## src/rtl/mesi_pkg.sv

```systemverilog
`timescale 1ns/1ps
package mesi_pkg;

  typedef enum logic [1:0] {
    MS_I = 2'd0,
    MS_S = 2'd1,
    MS_E = 2'd2,
    MS_M = 2'd3
  } mesi_t;

  // One arbitrated event, address carried separately
  typedef struct packed {
    logic valid;
    logic snoop;
    logic wr;
    logic cache;
    logic alloc;
    logic wt;
    logic inv;
    logic nca;
  } mesi_ev_t;

  typedef struct packed {
    mesi_t new_st;
    logic  upd;
    logic  fill;
    logic  vic;
    logic  wthru;
    logic  snp_wb;
    logic  binv;
  } mesi_dec_t;

  // Next state and actions for one event. cur is the stored state at the index.
  function automatic mesi_dec_t mesi_decide(mesi_ev_t ev, logic hit, mesi_t cur);
    mesi_dec_t d;
    d = '0;
    d.new_st = hit ? cur : MS_I;
    if (ev.valid) begin
      if (ev.snoop) begin
        if (hit) begin
          d.upd = 1'b1;
          if (ev.inv) begin
            d.snp_wb = (cur == MS_M);
            d.binv   = 1'b1;
            d.new_st = MS_I;
          end else if (cur == MS_M) begin
            d.snp_wb = 1'b1;
            d.new_st = MS_S;
          end else if (cur == MS_E && !ev.nca) begin
            d.new_st = MS_S;
          end
        end
      end else if (!ev.wr) begin
        if (!hit && ev.cache) begin
          d.upd    = 1'b1;
          d.fill   = 1'b1;
          d.vic    = (cur == MS_M);
          d.new_st = ev.wt ? MS_S : MS_E;
        end
      end else if (hit) begin
        d.upd = 1'b1;
        unique case (cur)
          MS_E: begin
            if (ev.wt) d.wthru = 1'b1;
            else       d.new_st = MS_M;
          end
          MS_S:    d.wthru = 1'b1;
          default: d.new_st = cur;
        endcase
      end else if (ev.alloc) begin
        d.upd    = 1'b1;
        d.fill   = 1'b1;
        d.vic    = (cur == MS_M);
        d.wthru  = ev.wt;
        d.new_st = ev.wt ? MS_S : MS_M;
      end else begin
        d.wthru = 1'b1;
      end
    end
    return d;
  endfunction

endpackage

```

## src/rtl/mesi_tag_store.sv

```systemverilog
`timescale 1ns/1ps
module mesi_tag_store
  import mesi_pkg::*;
#(
  parameter int IDX_W = 3,
  parameter int TAG_W = 5
) (
  input  logic             clk,
  input  logic             rst_n,
  input  logic [IDX_W-1:0] rd_idx,
  output logic [TAG_W-1:0] rd_tag,
  output mesi_t            rd_st,
  input  logic             we,
  input  logic [IDX_W-1:0] wr_idx,
  input  logic [TAG_W-1:0] wr_tag,
  input  mesi_t            wr_st
);
  localparam int SETS = 1 << IDX_W;

  logic [TAG_W-1:0] tag_a [SETS];
  mesi_t            st_a  [SETS];

  for (genvar g = 0; g < SETS; g++) begin : g_set
    logic [TAG_W-1:0] t_q;
    mesi_t            s_q;
    wire              hit_wr = we && (wr_idx == IDX_W'(g));

    always_ff @(posedge clk) begin
      if (!rst_n) begin
        t_q <= '0;
        s_q <= MS_I;
      end else if (hit_wr) begin
        t_q <= wr_tag;
        s_q <= wr_st;
      end
    end

    assign tag_a[g] = t_q;
    assign st_a[g]  = s_q;
  end

  assign rd_tag = tag_a[rd_idx];
  assign rd_st  = st_a[rd_idx];
endmodule

```

## src/rtl/mesi_event_arb.sv

```systemverilog
`timescale 1ns/1ps
module mesi_event_arb
  import mesi_pkg::*;
#(
  parameter int AW = 8
) (
  input  logic          cpu_req,
  input  logic          cpu_wr,
  input  logic          cpu_cache,
  input  logic          cpu_alloc,
  input  logic          cpu_wt,
  input  logic [AW-1:0] cpu_addr,
  input  logic          snp_req,
  input  logic          snp_inv,
  input  logic          snp_nca,
  input  logic [AW-1:0] snp_addr,
  output mesi_ev_t      ev,
  output logic [AW-1:0] ev_addr
);
  // Snoop wins; the CPU request of the same cycle is dropped
  always_comb begin
    ev = '0;
    ev_addr = '0;
    if (snp_req) begin
      ev.valid = 1'b1;
      ev.snoop = 1'b1;
      ev.inv   = snp_inv;
      ev.nca   = snp_nca;
      ev_addr  = snp_addr;
    end else if (cpu_req) begin
      ev.valid = 1'b1;
      ev.wr    = cpu_wr;
      ev.cache = cpu_cache;
      ev.alloc = cpu_alloc;
      ev.wt    = cpu_wt;
      ev_addr  = cpu_addr;
    end
  end
endmodule

```

## src/rtl/mesi_resolve.sv

```systemverilog
`timescale 1ns/1ps
module mesi_resolve
  import mesi_pkg::*;
#(
  parameter int TAG_W = 5
) (
  input  mesi_ev_t         ev,
  input  logic [TAG_W-1:0] ev_tag,
  input  logic [TAG_W-1:0] st_tag,
  input  mesi_t            st_state,
  output logic             hit,
  output mesi_dec_t        dec
);
  assign hit = (st_state != MS_I) && (st_tag == ev_tag);
  assign dec = mesi_decide(ev, hit, st_state);
endmodule

```

## src/rtl/mesi_line_ctrl.sv

```systemverilog
`timescale 1ns/1ps
module mesi_line_ctrl
  import mesi_pkg::*;
#(
  parameter int IDX_W = 3,
  parameter int TAG_W = 5
) (
  input  logic                   clk,
  input  logic                   rst_n,
  input  logic                   cpu_req,
  input  logic                   cpu_wr,
  input  logic                   cpu_cache,
  input  logic                   cpu_alloc,
  input  logic                   cpu_wt,
  input  logic [IDX_W+TAG_W-1:0] cpu_addr,
  input  logic                   snp_req,
  input  logic                   snp_inv,
  input  logic                   snp_nca,
  input  logic [IDX_W+TAG_W-1:0] snp_addr,
  output logic                   rsp_valid,
  output logic                   rsp_snoop,
  output logic                   rsp_hit,
  output logic [1:0]             rsp_old,
  output logic [1:0]             rsp_new,
  output logic                   fill_stb,
  output logic                   vic_wb_stb,
  output logic [IDX_W+TAG_W-1:0] vic_addr,
  output logic                   wthru_stb,
  output logic                   snp_wb_stb,
  output logic                   binv_stb
);
  localparam int AW = IDX_W + TAG_W;

  mesi_ev_t         ev;
  logic [AW-1:0]    ev_addr;
  logic [IDX_W-1:0] ev_idx;
  logic [TAG_W-1:0] ev_tag;
  logic [TAG_W-1:0] st_tag;
  mesi_t            st_state;
  logic             lk_hit;
  mesi_dec_t        dec;

  // Named internal event for the checker
  logic             rd_hit_q;

  mesi_event_arb #(.AW(AW)) u_arb (
    .cpu_req  (cpu_req),
    .cpu_wr   (cpu_wr),
    .cpu_cache(cpu_cache),
    .cpu_alloc(cpu_alloc),
    .cpu_wt   (cpu_wt),
    .cpu_addr (cpu_addr),
    .snp_req  (snp_req),
    .snp_inv  (snp_inv),
    .snp_nca  (snp_nca),
    .snp_addr (snp_addr),
    .ev       (ev),
    .ev_addr  (ev_addr)
  );

  assign ev_idx = ev_addr[IDX_W-1:0];
  assign ev_tag = ev_addr[AW-1:IDX_W];

  mesi_tag_store #(.IDX_W(IDX_W), .TAG_W(TAG_W)) u_store (
    .clk    (clk),
    .rst_n  (rst_n),
    .rd_idx (ev_idx),
    .rd_tag (st_tag),
    .rd_st  (st_state),
    .we     (dec.upd),
    .wr_idx (ev_idx),
    .wr_tag (ev_tag),
    .wr_st  (dec.new_st)
  );

  mesi_resolve #(.TAG_W(TAG_W)) u_res (
    .ev      (ev),
    .ev_tag  (ev_tag),
    .st_tag  (st_tag),
    .st_state(st_state),
    .hit     (lk_hit),
    .dec     (dec)
  );

  always_ff @(posedge clk) begin
    if (!rst_n) begin
      rsp_valid  <= 1'b0;
      rsp_snoop  <= 1'b0;
      rsp_hit    <= 1'b0;
      rsp_old    <= MS_I;
      rsp_new    <= MS_I;
      fill_stb   <= 1'b0;
      vic_wb_stb <= 1'b0;
      vic_addr   <= '0;
      wthru_stb  <= 1'b0;
      snp_wb_stb <= 1'b0;
      binv_stb   <= 1'b0;
      rd_hit_q   <= 1'b0;
    end else begin
      rsp_valid  <= ev.valid;
      rsp_snoop  <= ev.valid && ev.snoop;
      rsp_hit    <= ev.valid && lk_hit;
      rsp_old    <= (ev.valid && lk_hit) ? st_state : MS_I;
      rsp_new    <= ev.valid ? dec.new_st : MS_I;
      fill_stb   <= dec.fill;
      vic_wb_stb <= dec.vic;
      vic_addr   <= dec.vic ? {st_tag, ev_idx} : '0;
      wthru_stb  <= dec.wthru;
      snp_wb_stb <= dec.snp_wb;
      binv_stb   <= dec.binv;
      rd_hit_q   <= ev.valid && !ev.snoop && !ev.wr && lk_hit;
    end
  end
endmodule

```

## config.mk

```make
export PLATFORM = sky130hd
export DESIGN_NAME = mesi_line_ctrl
export DESIGN_NICKNAME = d
export VERILOG_FILES = /design/src/rtl/mesi_pkg.sv /design/src/rtl/mesi_tag_store.sv /design/src/rtl/mesi_event_arb.sv /design/src/rtl/mesi_resolve.sv /design/src/rtl/mesi_line_ctrl.sv
export SDC_FILE = /design/constraint.sdc
export NUM_CORES = 1
export LEC_CHECK = 0
export BUFFER_PORTS_ARGS = -buffer_cell sky130_fd_sc_hd__buf_2
export CORE_MARGIN = 10
export CORE_UTILIZATION = 60
export CTS_BUF_LIST = sky130_fd_sc_hd__clkbuf_4 sky130_fd_sc_hd__clkbuf_8
export DETAILED_ROUTE_END_ITERATION = 12
export PLACE_DENSITY = 0.78
export SYNTH_ARGS = -nofsm -noshare
export SYNTH_HDL_FRONTEND = slang
export SYNTH_SLANG_ARGS = --single-unit
```

## constraint.sdc

```tcl
create_clock -name clk -period 3.5 [get_ports clk]
set_clock_uncertainty 0.2 [all_clocks]
set_input_delay 0 -clock clk [delete_from_list [all_inputs] [get_ports clk]]
set_output_delay 0 -clock clk [all_outputs]
set_load 0.01 [all_outputs]
```

Word level (Yosys, flattened, before mapping):

Cells that the tools add are included.

* $add $sub $neg: 0
* reductions and logical operators: 23
* equal/unequal tests: 11
* shift-type cells: 0
* div/mod/pow operators: 0
* multiplexer cells: 41
* bitwise gates (word level): 4
* multiply operators: 0
* $lt $le $gt $ge: 1

Operator list (count)
* two-way mux 2 bit: 13
* two-way mux 5 bit: 5
* two-way mux 8 bit: 3
* binary-select mux 5 bit (select 3 bit): 1
* logical AND 1 bit: 13
* == test 3 bit, second input constant: 4
* two-way mux 3 bit: 4
* two-way mux 1 bit: 10
* two-way mux 4 bit: 2
* binary-select mux 2 bit (select 3 bit): 1
* == test 3 x 2 -> 1 bit, second input constant: 2
* AND reduction 2 bit: 3
* == test 5 bit: 1
* == test 2 bit, second input constant: 2
* greater-or-equal comparator 4 bit, second input constant: 1
* inverter 3 -> 4 bit: 1
* case mux 2 bit (2 select lines): 1
* AND reduction 4 bit: 1
* OR reduction 4 bit: 1
* == test 3 x 1 -> 1 bit, second input constant: 1
* zero test 3 bit: 1
* inverter 1 bit: 3
* OR reduction 3 bit: 1
* == test 2 x 1 -> 1 bit, second input constant: 1
* other kinds (3): 4

* ROM bits: 0
* bits of input ports: 26
* bits in latches: 0
* flip-flop bits (word level): 76
* bits in writable memories: 0
* memories kept: 0
* output and inout port bits: 20

Logic depth before layout (Yosys ltp):

* depth in word-level cells: 16
* mapped depth: 17
* gate-level depth less buffers: 15

Hierarchy:

A second synthesis with hierarchy kept.

* cell total of the unflattened synthesis: 344
* area, all modules: 3792.4 sq um

By module, submodules not included
* mesi_tag_store: instances 1, area an instance 2702.6 sq um, sequential area each 1121.1 sq um, cells each 231
* mesi_line_ctrl: instances 1, area an instance 550.5 sq um, sequential area each 400.4 sq um, cells each 42
* mesi_resolve: instances 1, area an instance 392.9 sq um, sequential area each 0.0 sq um, cells each 52
* mesi_event_arb: instances 1, area an instance 146.4 sq um, sequential area each 0.0 sq um, cells each 19

Worst setup path before layout:

No wires, ideal clock.

* kind: in2reg
* start point: input snp_req
* end point: register u_store.g_set[3].s_q[1]
* data arrival time: 2652 ps
* stages on the path: 14
* setup slack: 498 ps
* path buffers: 3
* cell sequence: buf_4 -> buf_4 -> a22o_2 -> buf_2 -> a221oi_1 -> o21ai_0 -> o21ai_1 -> ha_1 -> nand2b_1 -> nor3_1 -> a221oi_1 -> a31o_2 -> mux2i_1 -> a311oi_1

* longest elaborated chain between the ends: 14
* elaborated cells between the ends (all ways): 39

Ends and longest elaborated chain
* start, declared: line mesi_line_ctrl.sv:16 `input logic snp_req,`
* two-way mux 8 bit: line mesi_event_arb.sv:24 `if (snp_req) begin`
* inverter 3 -> 4 bit (implied by the code): line mesi_tag_store.sv:42, mesi_tag_store.sv:43
* binary-select mux 5 bit (select 3 bit) or binary-select mux 2 bit (select 3 bit) (tied branches): line mesi_tag_store.sv:42, mesi_tag_store.sv:43
* two-way mux 5 bit (implied by the code) or two-way mux 2 bit (tied branches) (2 in a row): line mesi_tag_store.sv:42, mesi_tag_store.sv:43
* == test 5 bit or nonzero test 2 bit (tied branches): line mesi_resolve.sv:14 `assign hit = (st_state != MS_I) && (st_tag == ev_tag);`
* logical AND 1 bit: line mesi_resolve.sv:14
* two-way mux 2 bit or zero test 1 bit (tied branches): line mesi_pkg.sv:37, mesi_pkg.sv:54
* two-way mux 2 bit, or another cell as far along: line mesi_pkg.sv:64 `if (ev.wt) d.wthru = 1'b1;`
* case mux 2 bit (2 select lines), or another cell as far along: line mesi_pkg.sv:62 `unique case (cur)`
* two-way mux 3 bit, or another cell as far along: line mesi_pkg.sv:60 `end else if (hit) begin`
* two-way mux 5 bit, or another cell as far along: line mesi_pkg.sv:53 `end else if (!ev.wr) begin`
* two-way mux 3 bit or two-way mux 8 bit (tied branches): line mesi_pkg.sv:39, mesi_pkg.sv:38
* two-way mux 8 bit or logical AND 1 bit (tied branches): line mesi_pkg.sv:38, mesi_tag_store.sv:26
* end signal, assigned: line mesi_tag_store.sv:34 `s_q <= wr_st;`
* end, declared: line mesi_tag_store.sv:25 `mesi_t s_q;`

Several ways; a longest one is shown, not always the timed one. The select of a mux whose other input is x is not followed.
A chain may end at the register's enable or synchronous reset.

Worst setup path after layout:

* start point: input cpu_req
* end point: register u_store.g_set[7].s_q[1]

* longest elaborated chain between the ends: 15
* elaborated cells between the ends (all ways): 39

Ends and longest elaborated chain
* start, declared: line mesi_line_ctrl.sv:10 `input logic cpu_req,`
* two-way mux 8 bit: line mesi_event_arb.sv:30 `end else if (cpu_req) begin`
* two-way mux 8 bit: line mesi_event_arb.sv:24
* inverter 3 -> 4 bit (implied by the code): line mesi_tag_store.sv:42, mesi_tag_store.sv:43
* binary-select mux 5 bit (select 3 bit) or binary-select mux 2 bit (select 3 bit) (tied branches): line mesi_tag_store.sv:42, mesi_tag_store.sv:43
* two-way mux 5 bit (implied by the code) or two-way mux 2 bit (tied branches) (2 in a row): line mesi_tag_store.sv:42, mesi_tag_store.sv:43
* == test 5 bit or nonzero test 2 bit (tied branches): line mesi_resolve.sv:14
* logical AND 1 bit: line mesi_resolve.sv:14
* two-way mux 2 bit or zero test 1 bit (tied branches): line mesi_pkg.sv:37, mesi_pkg.sv:54
* two-way mux 2 bit, or another cell as far along: line mesi_pkg.sv:64
* case mux 2 bit (2 select lines), or another cell as far along: line mesi_pkg.sv:62
* two-way mux 3 bit, or another cell as far along: line mesi_pkg.sv:60
* two-way mux 5 bit, or another cell as far along: line mesi_pkg.sv:53
* two-way mux 3 bit or two-way mux 8 bit (tied branches): line mesi_pkg.sv:39, mesi_pkg.sv:38
* two-way mux 8 bit or logical AND 1 bit (tied branches): line mesi_pkg.sv:38, mesi_tag_store.sv:26
* end signal, assigned: line mesi_tag_store.sv:34
* end, declared: line mesi_tag_store.sv:25

Several ways; a longest one is shown, not always the timed one. The select of a mux whose other input is x is not followed.

==> results.md <==
- Status: finished clean
- RD Place Congestion: about 0.99
- Final worst slack: roughly 23 ps
- Crit. Startpoint: cpu_req
- Cells after Synth: 406
- Total number of yosys warnings: 0
- Synth Area in XOR/XNOR: 1.35%
- Layout cells sized above 1: 27.4%
- Post-Synth Adder-Cell Area: approximately 1.3%
- Syn Area/Cell: 9.36 um2
- Fmax achieved: roughly 0.29 GHz
- Placed inst area: 4070 um2
- Synth Area in Compound Gates: 16.8%
- Critical R2R Launch: u_store.g_set[3].t_q[0]
- Critical Path AT: 3500 ps
- Crit path launch type: input port
- WL/cell: 19.9 um
- Setup_tns: 0 ps
- Synthesized area: 3800 um2
- Hold Crit Class: in -> reg
- Critical Path RT: between 3000 and 4000 ps
- DP Worst Slack: 188 ps
- Top cell type's share of synthesized area: 40.1%
- Inserted Diodes: 0
- Cell Count Post-Placement: 515
- Worst setup EP type: register
- Layout fillers: 410
- Mux share of post-synthesis cell area: 16.9%
- R2r setup slk: 280 ps
- # setup viols final: 0
- Layout overhead on the synthesized area: 24.9%
- Worst slew pin tran: 669 ps
- Max FO, Critical Path: 8
- Routed via count: 3547
- Initial antenna violation count: 0
- Initial Util: between 60% and 70%
- Routed vias/inst: 6.24
- Port Buffers: 45
- CTS Buffer Depth: 2
- Final WL: 11.3 mm
- FF/Latch Area: around 1500 um2
- Fin cells: 568
- Final Hold Vio Count: 0
- Largest cells by area after synthesis: dfxtp_1 (40%), mux2i_1 (12%), nor2_1 (6.3%)
- TritonRoute pass-1 iters: 5
- Final min period: about 3500 ps
- Num Clock Sinks: 76
- Count leader, synth: dfxtp_1
- Util after Layout: 78.7%
- Leak: 2.04 nW
- ANT nets after route: 0
- Multi-input gate area: 2180 um2
- Post-route clock period utilization: ~99%
- # DRC: 0
- CTS root buf: clkbuf_8
- Die width: 99.6 um
- Asr flop ratio synth: 0%
- Main combinational cell family by area after synthesis: simple AND/OR/NAND/NOR gates
- I/O Pins: 46
- Reg2reg end: u_store.g_set[3].s_q[0]
- Sequential-to-total area share from yosys stat: between 40% and 50%
- Synth area leader: dfxtp_1
- Post-synthesis cell type count: 58
- Dpl hpwl: between 7 and 8 mm
- Core area: 6030 um2
- Worst slew margin: 55.4%
- CTS tree: done
- H-Tree Depth: 3
- CP endpoint: u_store.g_set[7].s_q[1]
- Final slew viol count: 0
- Post-synth EDFFs: 0
- Die height: ~100 um
- Clk slew on worst S/H paths: 80 ps
- R2R cell count: 13
- Yosys reg bits: 76
- Simple-Gate Fraction of Synth Area: 18.8%
- Detailed Route Iter0 Violations: 291
- RSZ-0062 raised after global routing: yes
- VDD IR max: 328 uV
- GR Util All Layers: 20.4%
- Synth top cells by count: dfxtp_1 (76), nor2_1 (64), mux2i_1 (44)
- MaxCap Viol Count: 0
- Largest net degree at the start of global routing: 58
- Clock Latency Late Sink: 360 ps
- Hold Startpoint: cpu_addr[4]
- PwrDens: 419 nW/um2
- WS Path Type: in -> reg
- GRT overflow: 0
- Post-synth top flop: dfxtp_1
- Vias in the first global route: 3231
- Mapped Nets: 436
- Final Instance Area: around 4700 um2
- Num CTS Buffers: 9
- Final net count: 518
- FP Rows: 28
- Global-route wire length before repair: between 15 and 20 mm
- Die area: 9910 um2
==> layout by cell type, fill, tap and decap left out, types with 8 or more instances in the layout <==
cell type and count:
inv_1 8, nor2_1 62, nand3_1 9, mux2i_1 44
dlygate4sd3_1 13, a211oi_1 15, nor3_1 19, buf_2 44
buf_4 32, o221ai_1 8, clkbuf_8 10, nand2_1 25
a21oi_1 15, dfxtp_1 76
==> registers in the layout, indices dropped and copies added (netlist names), 2 cells and up <==
signal             count
u_store.g_set.s_q     16
vic_addr               8
u_store.g_set.t_q     40
rsp_new                2
rsp_old                2
==> worst min path at each step <==
stage          cells after the start                       to  slack [ps]
2_1_floorplan                      2                wthru_stb         -70
3_3_place_gp                       2                 binv_stb          60
3_5_place_dp                       2                 binv_stb          60
4_1_cts                            4  u_store.g_set[6].t_q[2]           3
5_1_grt                            5  u_store.g_set[6].t_q[1]          40
6_report                           5  u_store.g_set[6].t_q[1]          30
==> final cells by class <==
class	instances	share of cell area, %
flip-flops and latches	76	32.1
clock inverters	5	1.79
repair buffers	95	14.5
multi-input cells	298	45.9
well taps	75	1.98
inverters	8	0.633
clock buffers	11	3.06
==> report_power, final <==
part           leakage, nW  switching (W)  internal [W]  total (W)
logic                 1.32       0.000197      0.000143   0.000340
registers            0.613     0.00000474      0.000874   0.000879
clock network        0.113       0.000338      0.000431   0.000769
==> stage by stage <==
| step | hold WS (ps) | power (W) |
|---|---|---|
| final | 27.6 | 0.00199 |
| after global routing | 35.5 | 0.00204 |
| after CTS | 3.26 | 0.00193 |
| after detailed placement | 59.2 | 0.00117 |
| after global placement | 61.3 | 0.00117 |
| after floorplan | -71.6 | 0.00109 |
==> layer usage <==
metal  GRT usage, %  vias up  share of wire [%]  routed length (um)
li1               -     1630                  -                   -
met4           11.6        0                4.7                 533
met5              0        -                  0                   0
met2           33.0      190                 48                5390
met3           4.64       45                8.6                 969
met1           24.3     1682                 39                4430
==> repair_timing <==
item | CTS | global route
hold endpoints to repair | 18 | 0
gates resized for setup | 0 | 27
setup buffers | 0 | 23
endpoints found under the setup margin | 0 | 63
hold buffers | 13 | 0
==> critical path: stages <==
cell and delay, ps:
dlygate4sd3_1 560, buf_6 140, nor2b_4 270, buf_4 180, a22oi_4 70, buf_4 160, a221o_1 270, o21ai_2 210
ha_1 300, nand2b_1 190, nor3_2 240, a221oi_2 110, a31o_2 240, mux2_2 310, mux2i_1 170, nor2_1 70
==> logic make-up (layout without fill, tap and decap cells) <==
| kind of cell | count (synthesis) | after routing |
|---|---|---|
| simple gates | 151 | 151 |
| compound gates | 83 | 83 |
| flops | 76 | 76 |
| mux | 55 | 55 |
| buf+inv | 32 | 119 |
| xor+xnor | 5 | 5 |
| fa+ha+maj | 4 | 4 |
Power figures use the tool's default switching activity.
